$ cat config.mk
export PLATFORM = sky130hd
export DESIGN_NAME = lsm_line_match
export DESIGN_NICKNAME = d
export VERILOG_FILES = /design/src/rtl/lsm_pkg.sv /design/src/rtl/lsm_idle_qual.sv /design/src/rtl/lsm_state_sel.sv /design/src/rtl/lsm_change_det.sv /design/src/rtl/lsm_event_reg.sv /design/src/rtl/lsm_line_match.sv
export SDC_FILE = /design/constraint.sdc
export NUM_CORES = 1
export LEC_CHECK = 0
export ABC_AREA = 1
export BUFFER_PORTS_ARGS = -buffer_cell sky130_fd_sc_hd__buf_2
export CORE_MARGIN = 5
export CORE_UTILIZATION = 47
export DETAILED_ROUTE_END_ITERATION = 7
export GPL_TIMING_DRIVEN = 0
export PLACE_DENSITY = 0.72
export SKIP_CTS_REPAIR_TIMING = 1
export SLEW_MARGIN = 20
export SYNTH_ARGS = -nofsm -noshare
export SYNTH_HDL_FRONTEND = slang
export SYNTH_SLANG_ARGS = --single-unit
$ cat constraint.sdc
create_clock -name clk -period 1.2 [get_ports clk]
set_input_delay 0.06 -clock clk [delete_from_list [all_inputs] [get_ports clk]]
set_output_delay 0.06 -clock clk [all_outputs]
set_load 0.01 [all_outputs]
$ cat src/rtl/lsm_pkg.sv
package lsm_pkg;
  localparam int LS_W     = 3;
  localparam int NUM_SEL  = 4;
  localparam int IDLE_THR = 16;

  typedef enum logic [LS_W-1:0] {
    LS_QUIET  = 3'd0,
    LS_IDLE   = 3'd1,
    LS_MASTER = 3'd2,
    LS_HALT   = 3'd3,
    LS_ACTIVE = 3'd4,
    LS_NOISE  = 3'd5,
    LS_RSV6   = 3'd6,
    LS_RSV7   = 3'd7
  } line_state_e;

  localparam int SEL_IDLE   = 0;
  localparam int SEL_HALT   = 1;
  localparam int SEL_MASTER = 2;
  localparam int SEL_QUIET  = 3;

  // Map a mask bit position to the line state it selects.
  function automatic line_state_e sel_to_state(input int idx);
    case (idx)
      SEL_IDLE:   sel_to_state = LS_IDLE;
      SEL_HALT:   sel_to_state = LS_HALT;
      SEL_MASTER: sel_to_state = LS_MASTER;
      default:    sel_to_state = LS_QUIET;
    endcase
  endfunction
endpackage

$ cat src/rtl/lsm_idle_qual.sv
module lsm_idle_qual #(
  parameter int THR = 16
) (
  input  logic clk,
  input  logic rst,
  input  logic sym_valid,
  input  logic sym_is_idle,
  output logic idle_ok
);
  localparam int CW = $clog2(THR + 1);
  localparam logic [CW-1:0] CMAX = CW'(THR);

  logic [CW-1:0] run_cnt;

  // Count consecutive valid Idle symbols, saturating at THR.
  always_ff @(posedge clk) begin
    if (rst) begin
      run_cnt <= '0;
    end else if (sym_valid) begin
      if (!sym_is_idle)
        run_cnt <= '0;
      else if (run_cnt != CMAX)
        run_cnt <= run_cnt + 1'b1;
    end
  end

  assign idle_ok = (run_cnt == CMAX);
endmodule

$ cat src/rtl/lsm_state_sel.sv
module lsm_state_sel
  import lsm_pkg::*;
#(
  parameter int NSEL = NUM_SEL
) (
  input  logic            clk,
  input  logic            rst,
  input  logic [LS_W-1:0] ls_code,
  input  logic            ls_unknown,
  input  logic            idle_ok,
  input  logic [NSEL-1:0] mask,
  output logic            sel_rise
);
  logic [NSEL-1:0] present;
  logic [NSEL-1:0] sel_now;
  logic [NSEL-1:0] sel_prev;

  for (genvar gi = 0; gi < NSEL; gi++) begin : g_sel
    localparam line_state_e ST = sel_to_state(gi);
    if (gi == SEL_IDLE) begin : g_idle
      assign present[gi] = !ls_unknown && (ls_code == ST) && idle_ok;
    end else begin : g_plain
      assign present[gi] = !ls_unknown && (ls_code == ST);
    end
  end

  assign sel_now = present & mask;

  // Per-state edge memory, so moving between selected states counts as entry.
  always_ff @(posedge clk) begin
    if (rst) sel_prev <= '0;
    else     sel_prev <= sel_now;
  end

  assign sel_rise = |(sel_now & ~sel_prev);
endmodule

$ cat src/rtl/lsm_change_det.sv
module lsm_change_det
  import lsm_pkg::*;
(
  input  logic            clk,
  input  logic [LS_W-1:0] ls_code,
  input  logic            ls_unknown,
  output logic            changed
);
  logic [LS_W-1:0] code_q;
  logic            unk_q;

  // Sampled every cycle, reset included, so the first post-reset compare
  // is against the value actually present during reset.
  always_ff @(posedge clk) begin
    code_q <= ls_code;
    unk_q  <= ls_unknown;
  end

  assign changed = (code_q != ls_code) || (unk_q != ls_unknown);
endmodule

$ cat src/rtl/lsm_event_reg.sv
module lsm_event_reg (
  input  logic clk,
  input  logic rst,
  input  logic set_req,
  input  logic clr_req,
  output logic flag
);
  always_ff @(posedge clk) begin
    if (rst)          flag <= 1'b0;
    else if (set_req) flag <= 1'b1;
    else if (clr_req) flag <= 1'b0;
  end
endmodule

$ cat src/rtl/lsm_line_match.sv
module lsm_line_match
  import lsm_pkg::*;
#(
  parameter int THR  = IDLE_THR,
  parameter int NSEL = NUM_SEL
) (
  input  logic            clk,
  input  logic            rst,
  input  logic [LS_W-1:0] ls_code,
  input  logic            ls_unknown,
  input  logic            sym_valid,
  input  logic            sym_is_idle,
  input  logic [NSEL-1:0] match_mask,
  input  logic            evt_clear,
  output logic            evt_flag
);
  logic idle_ok;
  logic sel_rise;
  logic changed;
  logic any_mode;
  logic set_req;

  lsm_idle_qual #(.THR(THR)) u_idle (
    .clk        (clk),
    .rst        (rst),
    .sym_valid  (sym_valid),
    .sym_is_idle(sym_is_idle),
    .idle_ok    (idle_ok)
  );

  lsm_state_sel #(.NSEL(NSEL)) u_sel (
    .clk       (clk),
    .rst       (rst),
    .ls_code   (ls_code),
    .ls_unknown(ls_unknown),
    .idle_ok   (idle_ok),
    .mask      (match_mask),
    .sel_rise  (sel_rise)
  );

  lsm_change_det u_chg (
    .clk       (clk),
    .ls_code   (ls_code),
    .ls_unknown(ls_unknown),
    .changed   (changed)
  );

  assign any_mode = (match_mask == '0);
  assign set_req  = any_mode ? changed : sel_rise;

  lsm_event_reg u_evt (
    .clk    (clk),
    .rst    (rst),
    .set_req(set_req),
    .clr_req(evt_clear),
    .flag   (evt_flag)
  );
endmodule

==> Word level (Yosys, flattened, before mapping) <==
Index checks and enable logic that the tools add are counted.
{ "totals": {"register_bits": 14, "latch_bits": 0, "ram_bits": 0, "mem_bits_ro": 0, "input_bits": 13, "word_cells": 34, "mem_count": 0} }
{ "classes": {"addsub": 1, "n_mul": 0, "div_mod_pow": 0, "magnitude_cmp": 0, "eq_ne": 8, "shifts": 0, "muxes": 5, "n_bitwise": 3, "n_reduce_logical": 12} }
{ "ops": {"columns": ["op", "count"], "rows": [
  ["$mux W5", 2],
  ["$and A4 B4 Y4", 2],
  ["$eq A3 B2 Y1 const B", 2],
  ["$add A5 B1 Y5 const B", 1],
  ["$eq A5 B5 Y1 const B", 1],
  ["$logic_and A1 B1 Y1", 5],
  ["$ne A5 B5 Y1 const B", 1],
  ["$logic_not A4 Y1", 1],
  ["$not A4 Y4", 1],
  ["$reduce_or A4 Y1", 1],
  ["$eq A3 B1 Y1 const B", 1],
  ["$logic_not A3 Y1", 1],
  ["$mux W1", 3],
  ["$ne A3 B3 Y1", 1],
  ["$ne A2 B1 Y1 const B", 1],
  ["$reduce_and A2 Y1", 1],
  ["$reduce_bool A2 Y1", 1],
  ["$logic_not A1 Y1", 1],
  ["$logic_or A1 B1 Y1", 1],
  ["$ne A1 B1 Y1", 1]
]} }

==> Depth between registers and ports, before layout <==
{ "depth": {"word_depth": 8, "ltp_mapped": 10} }

==> By module <==
Synthesis repeated with hierarchy kept, for this count alone.
{ "hier_totals": {"hier_cells": 125, "hier_area_um2": 783.3} }
{ "by_module_without_submodules": {"columns": ["module", "n_inst", "cells_per_inst", "area_per_inst_um2", "seq_area_each_um2"], "rows": [
  ["lsm_idle_qual", 1, 55, 345.3, 100.1],
  ["lsm_state_sel", 1, 32, 202.7, 80.1],
  ["lsm_change_det", 1, 27, 166.4, 80.1],
  ["lsm_event_reg", 1, 5, 40.0, 20.0],
  ["lsm_line_match", 1, 6, 28.8, 0.0]
]} }

==> Worst setup path before layout <==
No wires, ideal clock.
{ "synth_path": {"path_type": "reg-to-reg", "from": "reg u_idle.run_cnt[0]", "to": "reg u_idle.run_cnt[2]", "setup_time_ns": 0.114, "t_arrival_ns": 1.120, "path_slack_ns": -0.034, "stages_incl_launch_ff": 11, "synth_period_minus_slack_ns": 1.234, "path_cell_list": "dfxtp_1 > inv_1 > ha_1 > nand2_1 > clkinv_1 > nand2_2 > nand2_2 > o21ai_4 > nand3_1 > nand2_1 > a21oi_2"} }
{ "synth_between": {"elab_chain_len": 3, "elab_cells_between_ends": 6, "cone_classes": "add/sub (1); eq/ne (2); mux (2); reduce/logical (1)"} }
{ "synth_lines": {"columns": ["element", "line_no", "text"], "rows": [
  ["from (decl)", "lsm_idle_qual.sv:13", "logic [CW-1:0] run_cnt;"],
  ["from (signal assigned)", "lsm_idle_qual.sv:23", "run_cnt <= run_cnt + 1'b1;"],
  ["$add A5 B1 Y5 or $ne A5 B5 Y1 (tied branches)", "lsm_idle_qual.sv:23, lsm_idle_qual.sv:22", null],
  ["$mux W5 or $ne A2 B1 Y1 (tied branches)", null, null],
  ["$mux W5 or $reduce_and A2 Y1 (tied branches)", null, null]
]} }
Parallel ways exist; a longest one is shown, timed or not. The select of a mux whose other input is x is not followed.
A chain may end at the register's enable or synchronous reset.

==> Final worst setup path <==
{ "layout_path": {"from": "reg u_idle.run_cnt[0]", "to": "reg u_idle.run_cnt[4]"} }
Same word-level chain as after synthesis.

==> flow_metrics.py <==
metrics = {
    "outcome": {
        "outcome": "finished, violations left",
        "violations_in_the_final_reports": "setup timing",
    },
    "routing": {
        "ant_nets": 0,
        "post_drt_via_cell_ratio": 4.92,
        "drt_pre_antenna_iters": 4,
        "average_wire_per_cell_in_the_routed_design_um": 11.6,
        "routed_wirelength_um": 1660,
        "detail_route.iter0.violations": 8,
        "vias": 703,
        "drt_drc_violations_left": 0,
    },
    "timing": {
        "post-route-period-util": 1.06,
        "rsz0062_at_grt": "yes",
        "fin_worst_skew_ns": 0.00221,
        "slew_violations": 0,
        "final_hold_viol_count": 0,
        "slew_at_the_pin_closest_to_its_max_slew_limit_ns": 0.412,
        "relSlewSlack": 0.726,
        "postLayoutSetupSlackWorst_ns": -0.0678,
        "final_period_minus_worst_setup_slack_ns": 1.27,
        "setup-violations-final": 4,
        "max_freq_mhz": 789,
    },
    "floorplanning": {
        "die-area_mm2": 0.00247,
        "num_io_pins": 14,
        "core_area_mm2": 0.00151,
        "rows": 14,
        "floorplan.initialDensity": 0.493,
        "die_h_um": 49.7,
        "die-width_um": 49.7,
    },
    "power_and_ir_drop": {
        "cellLeakagePower_uw": 0.000419,
        "report.power.total_uw": 895,
        "p_per_area_mw_per_mm2": 950,
        "worst_ir_drop_vdd_mv": 0.594,
    },
    "global_route": {
        "grt_first_pass_wirelength_um": 2410,
        "grt_antenna_before_repair": 0,
        "vias_in_the_first_global_route": 645,
        "maximum_number_of_pins_on_one_net_before_global_route_repair": 9,
        "grt_overflow": 0,
        "grt_overall_usage": 0.125,
    },
    "setup_path": {
        "cp_slowest_stage_delay_ns": 0.34,
        "critical_path_peak_fanout": 4,
        "worst_r2r_startpoint": "u_idle.run_cnt[0]",
        "regToRegEndpoint": "u_idle.run_cnt[4]",
        "crit_chain": "inv_2 > ha_4 > nand2_2 > inv_2 > nand2_4 > a21oi_4 > nor2_1 > a21oi_1 > nor2_1",
        "register_to_register_setup_slack_ns": -0.07,
        "r2r_cells": 9,
        "cp_data_arrival_time_ns": 1.42,
        "timing.critical_path.required_ns": 1.35,
        "path_class": "reg2reg",
        "cpMaxStageDelayCell": "sky130_fd_sc_hd__dfxtp_2",
        "worst_setup_path_start_kind": "register",
        "crit_path_end_kind": "register",
    },
    "synth": {
        "syn_area_um2": 742,
        "synth_seq_cells": 14,
        "yosysSeqAreaShare": 0.378,
        "yosys-top-cells-area": "sky130_fd_sc_hd__dfxtp_1 (38%), sky130_fd_sc_hd__nand2_1 (11%), sky130_fd_sc_hd__inv_1 (9.6%), sky130_fd_sc_hd__nand3_1 (6.7%), sky130_fd_sc_hd__nor2_1 (6.6%)",
        "synthesis.nets": 121,
        "yosys_warn_count": 0,
        "synth_area_per_cell_um2": 7.00,
        "post_synth_inst_count": 106,
        "yosys.area.top_type": "sky130_fd_sc_hd__dfxtp_1",
        "netlist-cell-type-count": 20,
        "synth_largest_type_area_fraction": 0.378,
    },
    "finish": {
        "n_antenna_cell": 0,
        "final_layout_size_suffix_gt1_frac": 0.307,
        "fill_cells": 153,
        "final_area_um2": 942,
        "design.final.nets": 144,
        "most_common_cell_after_layout_fill_and_taps_aside": "sky130_fd_sc_hd__nand2_1",
        "mostFrequentLayoutCells": "sky130_fd_sc_hd__nand2_1 (20), sky130_fd_sc_hd__inv_1 (17), sky130_fd_sc_hd__nor2_1 (13)",
        "synthToLayoutAreaGrowth_pct": 27.0,
    },
    "clock_network": {
        "cts_root_buffer": "sky130_fd_sc_hd__clkbuf_4",
        "cts_htree_levels": 1,
        "cts.sinks": 14,
        "clkTransAtPathRegs_ns": 0.08,
        "cts_buffers": 3,
        "clock_latency_ns": 0.27,
        "clk_path_buf_depth": 2,
        "tritoncts": "done",
    },
    "min_path": {
        "whs_endpoint": "u_sel.sel_prev[1]",
        "hold_removal_path_class": "in2reg",
        "worst_min_path_start": "match_mask[1]",
        "whs_path_depth": 3,
    },
    "placed_design": {
        "dp_slack_ns": -0.0790,
        "dp.final_hpwl_um": 1110,
        "numPortBuffers": 12,
        "place.gp.congestion": 0.796,
        "post_dp_cell_area_um2": 823,
    },
    "run": {
        "drv.max_cap_violation_count": 0,
    },
}
## area by class of cell
type                       instances  area, um^2  share of cell area
multi-input combinational         70         419               0.445
sequential                        14         283               0.300
timing repair buffer              18         115               0.122
inverter                          21        78.8              0.0837
clock buffer                       3        22.5              0.0239
tap                               16        20.0              0.0212
buffer                             1        3.75             0.00398
## flip-flops by register name, indices dropped and copies added (netlist names)
| register | cells |
|---|---|
| u_chg.code_q | 3 |
| u_chg.unk_q | 1 |
| u_evt.flag | 1 |
| u_idle.run_cnt | 5 |
| u_sel.sel_prev | 4 |
## cells in the mapped netlist
cell,instances
sky130_fd_sc_hd__nand3_1,10
sky130_fd_sc_hd__a21oi_1,3
sky130_fd_sc_hd__nor4_1,2
sky130_fd_sc_hd__dfxtp_1,14
sky130_fd_sc_hd__nand2_2,2
sky130_fd_sc_hd__nand4_1,2
sky130_fd_sc_hd__inv_2,1
sky130_fd_sc_hd__nor3_1,3
sky130_fd_sc_hd__nor3b_1,1
sky130_fd_sc_hd__o21ai_4,1
sky130_fd_sc_hd__clkinv_1,1
sky130_fd_sc_hd__o21ai_1,1
sky130_fd_sc_hd__clkbuf_1,1
sky130_fd_sc_hd__a21oi_2,5
sky130_fd_sc_hd__nand3_2,1
sky130_fd_sc_hd__ha_1,2
sky130_fd_sc_hd__nor2_4,2
sky130_fd_sc_hd__nand2_1,22
sky130_fd_sc_hd__nor2_1,13
sky130_fd_sc_hd__inv_1,19
## worst max-delay path, delay by kind of cell, from the launching register on
family / cells / cell delay (ns)
DFF: 1 / 0.34
AOI/OAI and AO/OA: 2 / 0.32
and+or+nand+nor: 4 / 0.22
buffers and inverters: 2 / 0.15
adders and majority gates: 1 / 0.13
## worst max-delay path by stage
stage / start / endpoint / slack [ns]
after floorplan: u_idle.run_cnt[0] / u_idle.run_cnt[2] / 0.006
after CTS: u_idle.run_cnt[0] / u_idle.run_cnt[2] / -0.09
after detailed placement: u_idle.run_cnt[0] / u_idle.run_cnt[2] / -0.08
after global routing: u_idle.run_cnt[0] / u_idle.run_cnt[3] / -0.16
after global placement: u_idle.run_cnt[0] / u_idle.run_cnt[3] / -0.05
final: u_idle.run_cnt[0] / u_idle.run_cnt[4] / -0.07
## metal layers
layer | vias to the layer above | share of wire | global-route usage
met5 | - | 0 | 0
met4 | 0 | 0.0072 | 0.0655
met3 | 2 | 0.051 | 0.0392
met2 | 11 | 0.54 | 0.218
met1 | 315 | 0.40 | 0.132
li1 | 375 | - | -
## where the power goes
part,switching (uW),internal (uW),total [uW]
logic,88.9,67.0,156
registers,9.20,480,490
clock network,133,116,249
## cells by family (layout without fill, tap and decap cells)
family	Yosys count	count (layout)	synth area share
simple gates	58	58	0.369
buf+inv	22	43	0.111
flops	14	14	0.378
compound gates	10	10	0.108
fa+ha+maj	2	2	0.0337
## stage by stage
step	instances	TNS, ns	utilization	hold WS [ns]
6_report	143	-0.150	0.625	0.0477
5_1_grt	143	-0.548	0.625	0.0475
4_1_cts	137	-0.320	0.561	-0.0454
3_5_place_dp	134	-0.263	0.547	0.241
3_3_place_gp	134	-0.177	0.547	0.233
2_1_floorplan	106	0	-	0.0877
Note: power is estimated with default switching activity, not from simulation.
